**src/rtl/fetch_npc.sv**
```systemverilog
module fetch_npc #(
  parameter int unsigned REG_W = 32,
  parameter int unsigned OFF_W = 16,
  parameter int unsigned JA_W  = 26
) (
  input  logic             clk,
  input  logic             rst,
  input  logic [REG_W-1:0] imem_rdata,
  input  logic             br_en,
  input  logic             alu_zero,
  input  logic             jmp_sel,
  input  logic             jr_sel,
  input  logic [REG_W-1:0] reg_val,
  output logic [REG_W-1:0] pc_o,
  output logic [REG_W-1:0] ir_o,
  output logic [REG_W-1:0] pc_plus4_o
);
  localparam int unsigned SEXT_W = REG_W - OFF_W - 2;
  localparam int unsigned REGN_W = REG_W - JA_W - 2;

  logic [REG_W-1:0] pc_q, ir_q, pc_nxt;
  logic [REG_W-1:0] br_tgt, jmp_tgt;
  logic             br_take;

  assign pc_plus4_o = pc_q + REG_W'(4);
  assign br_take    = br_en & alu_zero;
  assign br_tgt     = pc_plus4_o +
                      {{SEXT_W{imem_rdata[OFF_W-1]}}, imem_rdata[OFF_W-1:0], 2'b00};
  assign jmp_tgt    = {pc_plus4_o[REG_W-1 -: REGN_W], imem_rdata[JA_W-1:0], 2'b00};

  always_comb begin
    if (jr_sel)       pc_nxt = reg_val;
    else if (jmp_sel) pc_nxt = jmp_tgt;
    else if (br_take) pc_nxt = br_tgt;
    else              pc_nxt = pc_plus4_o;
  end

  always_ff @(posedge clk) begin
    if (rst) begin
      pc_q <= '0;
      ir_q <= '0;
    end else begin
      pc_q <= pc_nxt;
      ir_q <= imem_rdata;
    end
  end

  assign pc_o = pc_q;
  assign ir_o = ir_q;


  reset_state_chk: assert property (@(posedge clk)
    rst |=> (pc_o == '0 && ir_o == '0));


  ir_capture_chk: assert property (@(posedge clk) disable iff (rst)
    !$past(rst) |-> ir_o == $past(imem_rdata));


  reg_jump_chk: assert property (@(posedge clk) disable iff (rst)
    (jr_sel && !rst) |=> pc_o == $past(reg_val));


  seq_step_chk: assert property (@(posedge clk) disable iff (rst)
    (!rst && !jr_sel && !jmp_sel && !(br_en && alu_zero)) |=> pc_o == $past(pc_o) + REG_W'(4));


  jump_region_chk: assert property (@(posedge clk) disable iff (rst)
    (!rst && !jr_sel && jmp_sel) |=>
      (pc_o[1:0] == 2'b00 &&
       pc_o[REG_W-1 -: REGN_W] == $past(pc_plus4_o[REG_W-1 -: REGN_W])));


  branch_align_chk: assert property (@(posedge clk) disable iff (rst)
    (!rst && !jr_sel && !jmp_sel && br_en && alu_zero) |=>
      pc_o[1:0] == $past(pc_o[1:0]));
endmodule

```
**config.mk**
```make
export PLATFORM = sky130hd
export DESIGN_NAME = fetch_npc
export DESIGN_NICKNAME = d
export VERILOG_FILES = /design/src/rtl/fetch_npc.sv
export SDC_FILE = /design/constraint.sdc
export NUM_CORES = 1
export LEC_CHECK = 0
export CAP_MARGIN = 25
export CORE_ASPECT_RATIO = 0.75
export CORE_MARGIN = 1
export CORE_UTILIZATION = 40
export CTS_BUF_LIST = sky130_fd_sc_hd__clkbuf_2 sky130_fd_sc_hd__clkbuf_4 sky130_fd_sc_hd__clkbuf_8
export DETAILED_ROUTE_END_ITERATION = 10
export DONT_BUFFER_PORTS = 1
export MAX_ROUTING_LAYER = met4
export PLACE_DENSITY_LB_ADDON = 0.15
export SLEW_MARGIN = 20
export SYNTH_ARGS = -nofsm -noshare
export SYNTH_HDL_FRONTEND = slang
export SYNTH_SLANG_ARGS = --single-unit
```
**constraint.sdc**
```tcl
create_clock -name clk -period 11.35 [get_ports clk]
set_input_delay 1.7025 -clock clk [delete_from_list [all_inputs] [get_ports clk]]
set_output_delay 1.7025 -clock clk [all_outputs]
set_load 0.02 [all_outputs]
```
======== Word-level counts from Yosys, hierarchy flattened ========
Cells that the tools add are included.
word-level totals
  input bits .............................. 70
  flip-flop bits (word level) ............. 64
  output and inout port bits .............. 96
  word-level logic and storage cells ...... 8
cells by class
  $add $sub $neg .......................... 2
  muxes and demuxes ....................... 3
  bitwise operators ....................... 1
operators with widths
  cell                                           count
  two-way mux 32 bit                             3
  adder 32 x 3 -> 32 bit, second input constant  1
  adder 32 bit                                   1
  bitwise AND 1 bit                              1

======== Logic depth before layout (Yosys ltp) ========
Gate-level depths: netlist of run 1.
  word-level depth ........................ 5
  mapped depth ............................ 17
  mapped depth without buffers ............ 16

======== Least setup slack after synthesis of run 1 ========
OpenSTA, ideal clock, no wires.
  path type ............................... reg-to-reg
  from .................................... register pc_q[2] (netlist: pc_o[2])
  to ...................................... register pc_q[23] (netlist: pc_o[23])
  data arrival time ....................... 4.170 ns
  cell stages (with the launch flop) ...... 18
  slack ................................... 7.063 ns
  required time ........................... 11.233 ns
  setup time .............................. 0.117 ns
  path buffers ............................ 1
  period minus slack after synthesis ...... 4.287 ns
  cell sequence ........................... dfxtp_1 > ha_1 > nand2_1 > or4_4 > nor2_1 > nand2_1 > xnor2_1 > ha_1 > buf_2 > a21oi_2 > o22ai_1 > o41ai_1 > o21ai_2 > a2111oi_2 > nor3_1 > xnor2_1 > nand2_1 > a32o_1
on the way
  longest elaborated chain between the ends .. 5
RTL lines
  item                      line  text
  from (decl)               21    logic [REG_W-1:0] pc_q, ir_q, pc_nxt;
  from (signal assigned)    43    pc_q <= pc_nxt;
  adder 32 x 3 -> 32 bit    25    assign pc_plus4_o = pc_q + REG_W'(4);
  named net pc_plus4_o[16]  16    output logic [REG_W-1:0] pc_plus4_o
  adder 32 bit              27    assign br_tgt = pc_plus4_o +
  two-way mux 32 bit        34    else if (br_take) pc_nxt = br_tgt;
  two-way mux 32 bit        33    else if (jmp_sel) pc_nxt = jmp_tgt;
  two-way mux 32 bit        32    if (jr_sel) pc_nxt = reg_val;
The timed path passes the listed nets, and every way through them passes these cells.
A chain may end at the register's enable or synchronous reset.

======== Worst setup path in the final report of run 1 ========
Ends and elaborated chain as after synthesis.

==> run metrics, run 1 <==
status finished, final reports clean; final worst path period need 4.99 ns; Worst path depth 16; Initial Utilization 41.6%; First-pass DRT Iterations 4; Max Clk Rate 201 MHz; largest cells by area after synthesis dfxtp_1 28%, ha_1 9.7%, nand2_1 5.0%; root buffer cell clkbuf_8; RSZ-0062 raised after global routing no; Final Hold Fails 0; footprint of the multi-input gates 3180 sq um; Worst R2R Setup Slack 6.36 ns; Synth Flop Type dfxtp_1; core area 11,100 sq um; Inst Count DP 687; Post-synth EDFFs 0; top-count cell post-synth dfxtp_1; DR vias 4,196; Critical Path Start pc_o[2]; vias in the first global route 3,832; area leader, netlist dfxtp_1; num rows 33; clock sinks 64; clock network fraction of total power 31.3%; Max-slew headroom 33.0%; DRC violations left 0; Setup violations, final 0; top cell type's share of synthesized area 27.7%; port buffer count 0; Max VDD drop 0.0875 mV; total CTS buffers 9; actual slew at the worst max-slew pin 1.00 ns; Via density 5.97; Iter 0 DRT Violations 257; setup_tns 0 ns; Max-Cap Viols 0; final cycle utilization of the critical path 43.9%; Syn Inst Count 572; FF-to-FF End pc_o[23]; WL per Instance 20.7 microns; area delta synth->final 5.79%; Leak 2.05 nW; hold buffers post-CTS 0; first-pass GRT wire length 21,900 microns; design area 4890 sq um; n_diodes 0; H-tree depth 3; postcts setup bufs 0; total global-route track usage 24.7%; worst-case reg-to-reg path depth 16; Yosys warning count 0; switch share 37.0%; share of cells above drive strength 1 6.57%; fin. max-slew vios 0; delay-heaviest family, CP compound AO/OA/AOI/OAI gates; clock buffer depth 2; DP HPWL 10,900 microns; Hold Crit Class reg -> reg; Final Skew 0.0111 ns; CP dominant cell by count nand2_1; Worst setup EP type flip-flop; CTS tree built; Cell Pwr Density 132 nW/um^2; CP Max Fanout 9; Power Internal 0.000407 W; pin count of the biggest net entering global routing 61; DIE AREA 12,000 sq um; critical path cell sequence ha_1, nand2_1, or4_4, nor2_1, nand2_1, xnor2_1, ha_1, a21oi_2, o22ai_1, o41ai_1, o21ai_2, a2111oi_2, nor3_1, xnor2_1, nand2_1, a32o_1; worst r2r src pc_o[2]; Synth top cells by count 64 x dfxtp_1, 62 x nand2_1, 51 x nor2_1; Reg power frac 42.5%; CP max stage delay 0.60 ns; filler cell count 1,147; die width 126 microns; initial antenna violation count 0; Ports 166; crit path buf inv count 0; CP Data Arrival Time 5.23 ns; Area after DPL 4700 sq um; Die Span Y 95.1 microns; Final ANT Viol Nets 0; Async SR Flop Fraction 0%; Final Non-Filler Cells 703; Routed WL 14,600 microns; flops & latches, synth 64; CP endpoint pc_o[23]; PnR Total Power 0.000646 W; Final Worst Setup Slack 6.36 ns; critical path required time 11.60 ns; post-synthesis sequential area ratio 27.7%; crit path kind reg -> reg; switching pwr 0.000239 W; clk slew on worst S/H paths 0.08 ns; DP Worst Slack 6.44 ns; Max stage delay cell, worst path or4_4; global route overflow 0; Cell variety after synth 66; post-cts sizing count 0; Comb pwr share 26.2%; nets 665; Mean Syn Cell Area 8.08 sq um; Skew-Pair Late Insertion Delay 0.35 ns; Worst setup SP type flip-flop; Placer Congestion 0.886; register area 1280 sq um; syn_nets 679; synthesized cell area 4620 sq um
==> final cells by class <==
cell class / count / area share [%]
clock inverters: 7 / 1.46
well taps: 140 / 3.58
inverters: 14 / 1.07
flip-flops and latches: 64 / 26.2
repair buffers: 1 / 0.153
multi-input cells: 468 / 65.0
clock buffers: 9 / 2.53
==> sequential cells by signal (all words and copies together), names as in the netlist <==
signal  count
ir_o       32
pc_o       32
==> layout by cell type (no fill, tap or decap), types with 3 or more instances in the layout <==
master	synthesis	layout
nor3_1	12	12
o21ai_0	9	9
a21o_1	17	17
o21a_1	5	5
xor2_2	3	3
nand2b_1	3	3
nand3_1	17	17
ha_1	36	36
nor2_4	4	4
dfxtp_1	64	64
xor2_1	24	24
a21oi_1	46	46
clkinvlp_4	0	3
o21bai_1	4	4
and4_1	3	3
o21ai_1	10	10
inv_1	14	14
clkbuf_8	0	9
mux2i_1	5	5
a31oi_1	4	4
nand2_1	62	62
a211oi_1	4	4
xnor2_1	25	25
a311oi_1	5	5
and3_1	13	13
nand4_1	6	6
nor2b_1	33	33
nor2_1	51	51
o211ai_1	13	13
o22ai_1	12	12
o211a_1	3	3
==> tightest hold or removal path: cells and delay by family, from the launching register on <==
kind / cells / cell delay [ns]
compound gates: 1 / 0.11
simple gates: 2 / 0.25
flops: 1 / 0.46
==> cell families after synthesis <==
family,count (synthesis),synth area share [%]
and+or+nand+nor,220,24.6
AOI/OAI and AO/OA,154,22.6
DFF,64,27.7
xor gates and xnor gates,52,10.3
buffers and inverters,40,3.52
adders and majority gates,37,10.2
muxes,5,1.08
==> through the flow <==
| step | hold slack (ns) | util [%] |
|---|---|---|
| global placement | 0.838 | 42.3 |
| global route | 0.897 | 44.0 |
| floorplan | 0.713 | - |
| CTS | 0.867 | 44.0 |
| finish | 0.862 | 44.0 |
| detailed placement | 0.854 | 42.3 |
==> power groups by stage <==
stage	Clock, W	Sequential (W)	Combinational (W)
global route	0.000217	0.000276	0.000187
global placement	0	0.000280	0.000165
detailed placement	0	0.000280	0.000167
floorplan	0	0.000274	0.000143
CTS	0.000206	0.000274	0.000168
finish	0.000202	0.000275	0.000169
==> worst min-delay path by stage <==
stage / startpoint / to / slack [ns] / cells past startpoint
after floorplan: pc_o[1] / pc_o[1] / 0.71 / 3
after global placement: pc_o[1] / pc_o[1] / 0.84 / 3
after detailed placement: pc_o[0] / pc_o[0] / 0.85 / 3
after CTS: pc_o[0] / pc_o[0] / 0.87 / 3
after global routing: pc_o[0] / pc_o[0] / 0.90 / 3
final: pc_o[0] / pc_o[0] / 0.86 / 3
==> metal layers <==
metal	GRT usage [%]	share of wire, %	vias up
met5	-	0	-
met4	7.43	1.5	0
met3	6.73	7.9	14
met2	35.7	42	178
met1	33.4	48	1984
li1	-	-	2020
(Power assumes the default switching activity.)
==> run 2: changes to the inputs <==
Clock period 11.35 ns to 5.11 ns, I/O delays scaled along.
==> run 2 against run 1 <==
  * Utilization is 1.3 points higher
  * Setup slack worse by 5.8 ns
  * Clock power grew to 2.5 times the previous value
  * Hold slack worse by 0.40 ns
  * Non-clock buffer count is 15 higher
  * Combinational power is 130% higher
  * Critical endpoint unchanged
  * Largest power group unchanged
  * Total power is 130% higher
  * Via count is 2.2% higher
  * Routed wire length is 1.6% higher
  * Sequential power is 120% higher
  * Count of clock-buffer cells in the layout stayed put
==> run metrics, run 2 (same netlist as run 1, synthesis figures left out) <==
Initial Utilization 41.6% (unchanged); setup_tns 0 ns (unchanged); DR vias 4,287 (was 4,196); critical path cell sequence ha_1, nand2_1, or4_4, nor2_1, nand2_1, xnor2_1, buf_4, ha_1, a21oi_2, o22ai_1, o41ai_1, o21ai_2, a2111oi_2, nor3_1, xnor2_1, nand2_1, a32o_1 (was ha_1, nand2_1, or4_4, nor2_1, nand2_1, xnor2_1, ha_1, a21oi_2, o22ai_1, o41ai_1, o21ai_2, a2111oi_2, nor3_1, xnor2_1, nand2_1, a32o_1); DRC violations left 0 (unchanged); critical path required time 5.36 ns (was 11.60 ns); Routed WL 14,800 microns (was 14,600 microns); final core utilization 45.3% (was 44.0%); area delta synth->final 8.90% (was 5.79%); Die Span Y 95.1 microns (unchanged); Max VDD drop 0.219 mV (was 0.0875 mV); vias in the first global route 4,135 (was 3,832); postcts setup bufs 0 (unchanged); nets 680 (was 665); hold buffers post-CTS 0 (unchanged); FF-to-FF End pc_o[23] (unchanged); PnR Total Power 0.00151 W (was 0.000646 W); Hold EP ir_o[5] (was pc_o[0]); Ports 166 (unchanged); num rows 33 (unchanged); Max-Cap Viols 0 (unchanged); Cell Pwr Density 300 nW/um^2 (was 132 nW/um^2); CTS tree built (unchanged); Setup violations, final 0 (unchanged); worst r2r src pc_o[3] (was pc_o[2]); most frequent cells in the layout 64 x dfxtp_1, 62 x nand2_1, 51 x nor2_1 (unchanged); first-pass GRT wire length 22,700 microns (was 21,900 microns); register area 1280 sq um (unchanged); most common cell after layout, fill and taps aside dfxtp_1 (unchanged); DP HPWL 11,100 microns (was 10,900 microns); post-cts sizing count 0 (unchanged); Via density 5.97 (about the same); initial antenna violation count 0 (unchanged); Skew-Pair Late Insertion Delay 0.36 ns (was 0.35 ns); Worst setup SP type flip-flop (unchanged); CP max stage delay 0.59 ns (was 0.60 ns); root buffer cell clkbuf_8 (unchanged); H-tree depth 3 (unchanged); actual slew at the worst max-slew pin 0.998 ns (was 1.00 ns); total CTS buffers 9 (unchanged); CP Data Arrival Time 4.84 ns (was 5.23 ns); Iter 0 DRT Violations 337 (was 257); Worst setup EP type flip-flop (unchanged); total global-route track usage 25.4% (was 24.7%); WL per Instance 20.6 microns (was 20.7 microns); First-pass DRT Iterations 6 (was 4); Final ANT Viol Nets 0 (unchanged); filler cell count 1,105 (was 1,147); port buffer count 0 (unchanged); status finished, final reports clean (unchanged); DP Worst Slack 0.599 ns (was 6.44 ns); Leak 2.14 nW (was 2.05 nW); Final Skew 0.0138 ns (was 0.0111 ns); core area 11,100 sq um (unchanged); CP Max Fanout 9 (unchanged); Hold Crit Depth 1 (was 3); final worst path period need 4.59 ns (was 4.99 ns); crit path kind reg -> reg (unchanged); n_diodes 0 (unchanged); RSZ-0062 raised after global routing no (unchanged); global route overflow 0 (unchanged); clock buffer depth 2 (unchanged); share of cells above drive strength 1 9.00% (was 6.57%); final cycle utilization of the critical path 89.8% (was 43.9%); Worst R2R Setup Slack 0.52 ns (was 6.36 ns); footprint of the multi-input gates 3180 sq um (unchanged); die width 126 microns (unchanged); Placer Congestion 0.893 (was 0.886); Max stage delay cell, worst path or4_4 (unchanged); worst-case reg-to-reg path depth 17 (was 16); Final Hold Fails 0 (unchanged); DIE AREA 12,000 sq um (unchanged); CP dominant cell by count nand2_1 (unchanged); Final Worst Setup Slack 0.522 ns (was 6.36 ns); pin count of the biggest net entering global routing 61 (unchanged); clock sinks 64 (unchanged); Max-slew headroom 33.3% (was 33.0%); Max Clk Rate 218 MHz (was 201 MHz); clk slew on worst S/H paths 0.09 ns (was 0.08 ns); HP Start rst (was pc_o[0]); fin. max-slew vios 0 (unchanged); Hold Crit Class in -> reg (was reg -> reg)
run 2: changes by cell type in the layout (fill, tap and decap cells not counted):
cell / before / now
bufinv_16: 1 / 2
clkinv_2: 2 / 0
clkinv_4: 0 / 2
clkinvlp_4: 3 / 1
buf_4: 1 / 16
inv_6: 1 / 2
run 2: area by class of cell:
| class | count | share of cell area [%] |
|---|---|---|
| Multi-Input combinational cell | 468 | 63.2 |
| Sequential cell | 64 | 25.4 |
| Tap cell | 140 | 3.48 |
| Inverter | 14 | 1.04 |
| Clock inverter | 7 | 2.04 |
| Timing Repair Buffer | 16 | 2.39 |
| Clock buffer | 9 | 2.46 |
run 2: worst max path at each step:
stage	start	endpoint	slack (ns)	cells after the start
2_1_floorplan	pc_o[2]	pc_o[23]	0.82	17
5_1_grt	pc_o[3]	pc_o[23]	0.18	17
3_3_place_gp	pc_o[3]	pc_o[23]	0.68	17
4_1_cts	pc_o[3]	pc_o[23]	0.55	17
6_report	pc_o[3]	pc_o[23]	0.52	17
3_5_place_dp	pc_o[3]	pc_o[23]	0.60	17
run 2: metrics by stage:
step                      instances  hold WS [ns]  area (sq um)
after global routing            718         0.445          5040
after floorplan                 572         0.713          4620
after global placement          702         0.834          4810
final                           718         0.463          5040
after CTS                       718         0.452          5040
after detailed placement        702         0.842          4810
run 2: where the power goes:
group	internal [W]	switching (W)
clock network	0.000280	0.000233
registers	0.000532	0.0000767
logic	0.000158	0.000232
total	0.000970	0.000541
run 2: critical path, delay by kind of cell, from the launching register on:
kind | cells | cell delay, ns
compound gates | 6 | 1.56
simple gates | 6 | 1.29
fa+ha+maj | 2 | 0.67
flops | 1 | 0.49
xor+xnor | 2 | 0.30
buf+inv | 1 | 0.17
run 2: layer usage:
| metal | vias to the layer above | track usage (%) | wire (microns) |
|---|---|---|---|
| li1 | 2059 | - | - |
| met1 | 2034 | 33.7 | 7060 |
| met2 | 176 | 38.2 | 6360 |
| met3 | 18 | 7.13 | 1260 |
| met4 | 0 | 5.72 | 122 |
| met5 | - | - | 0 |
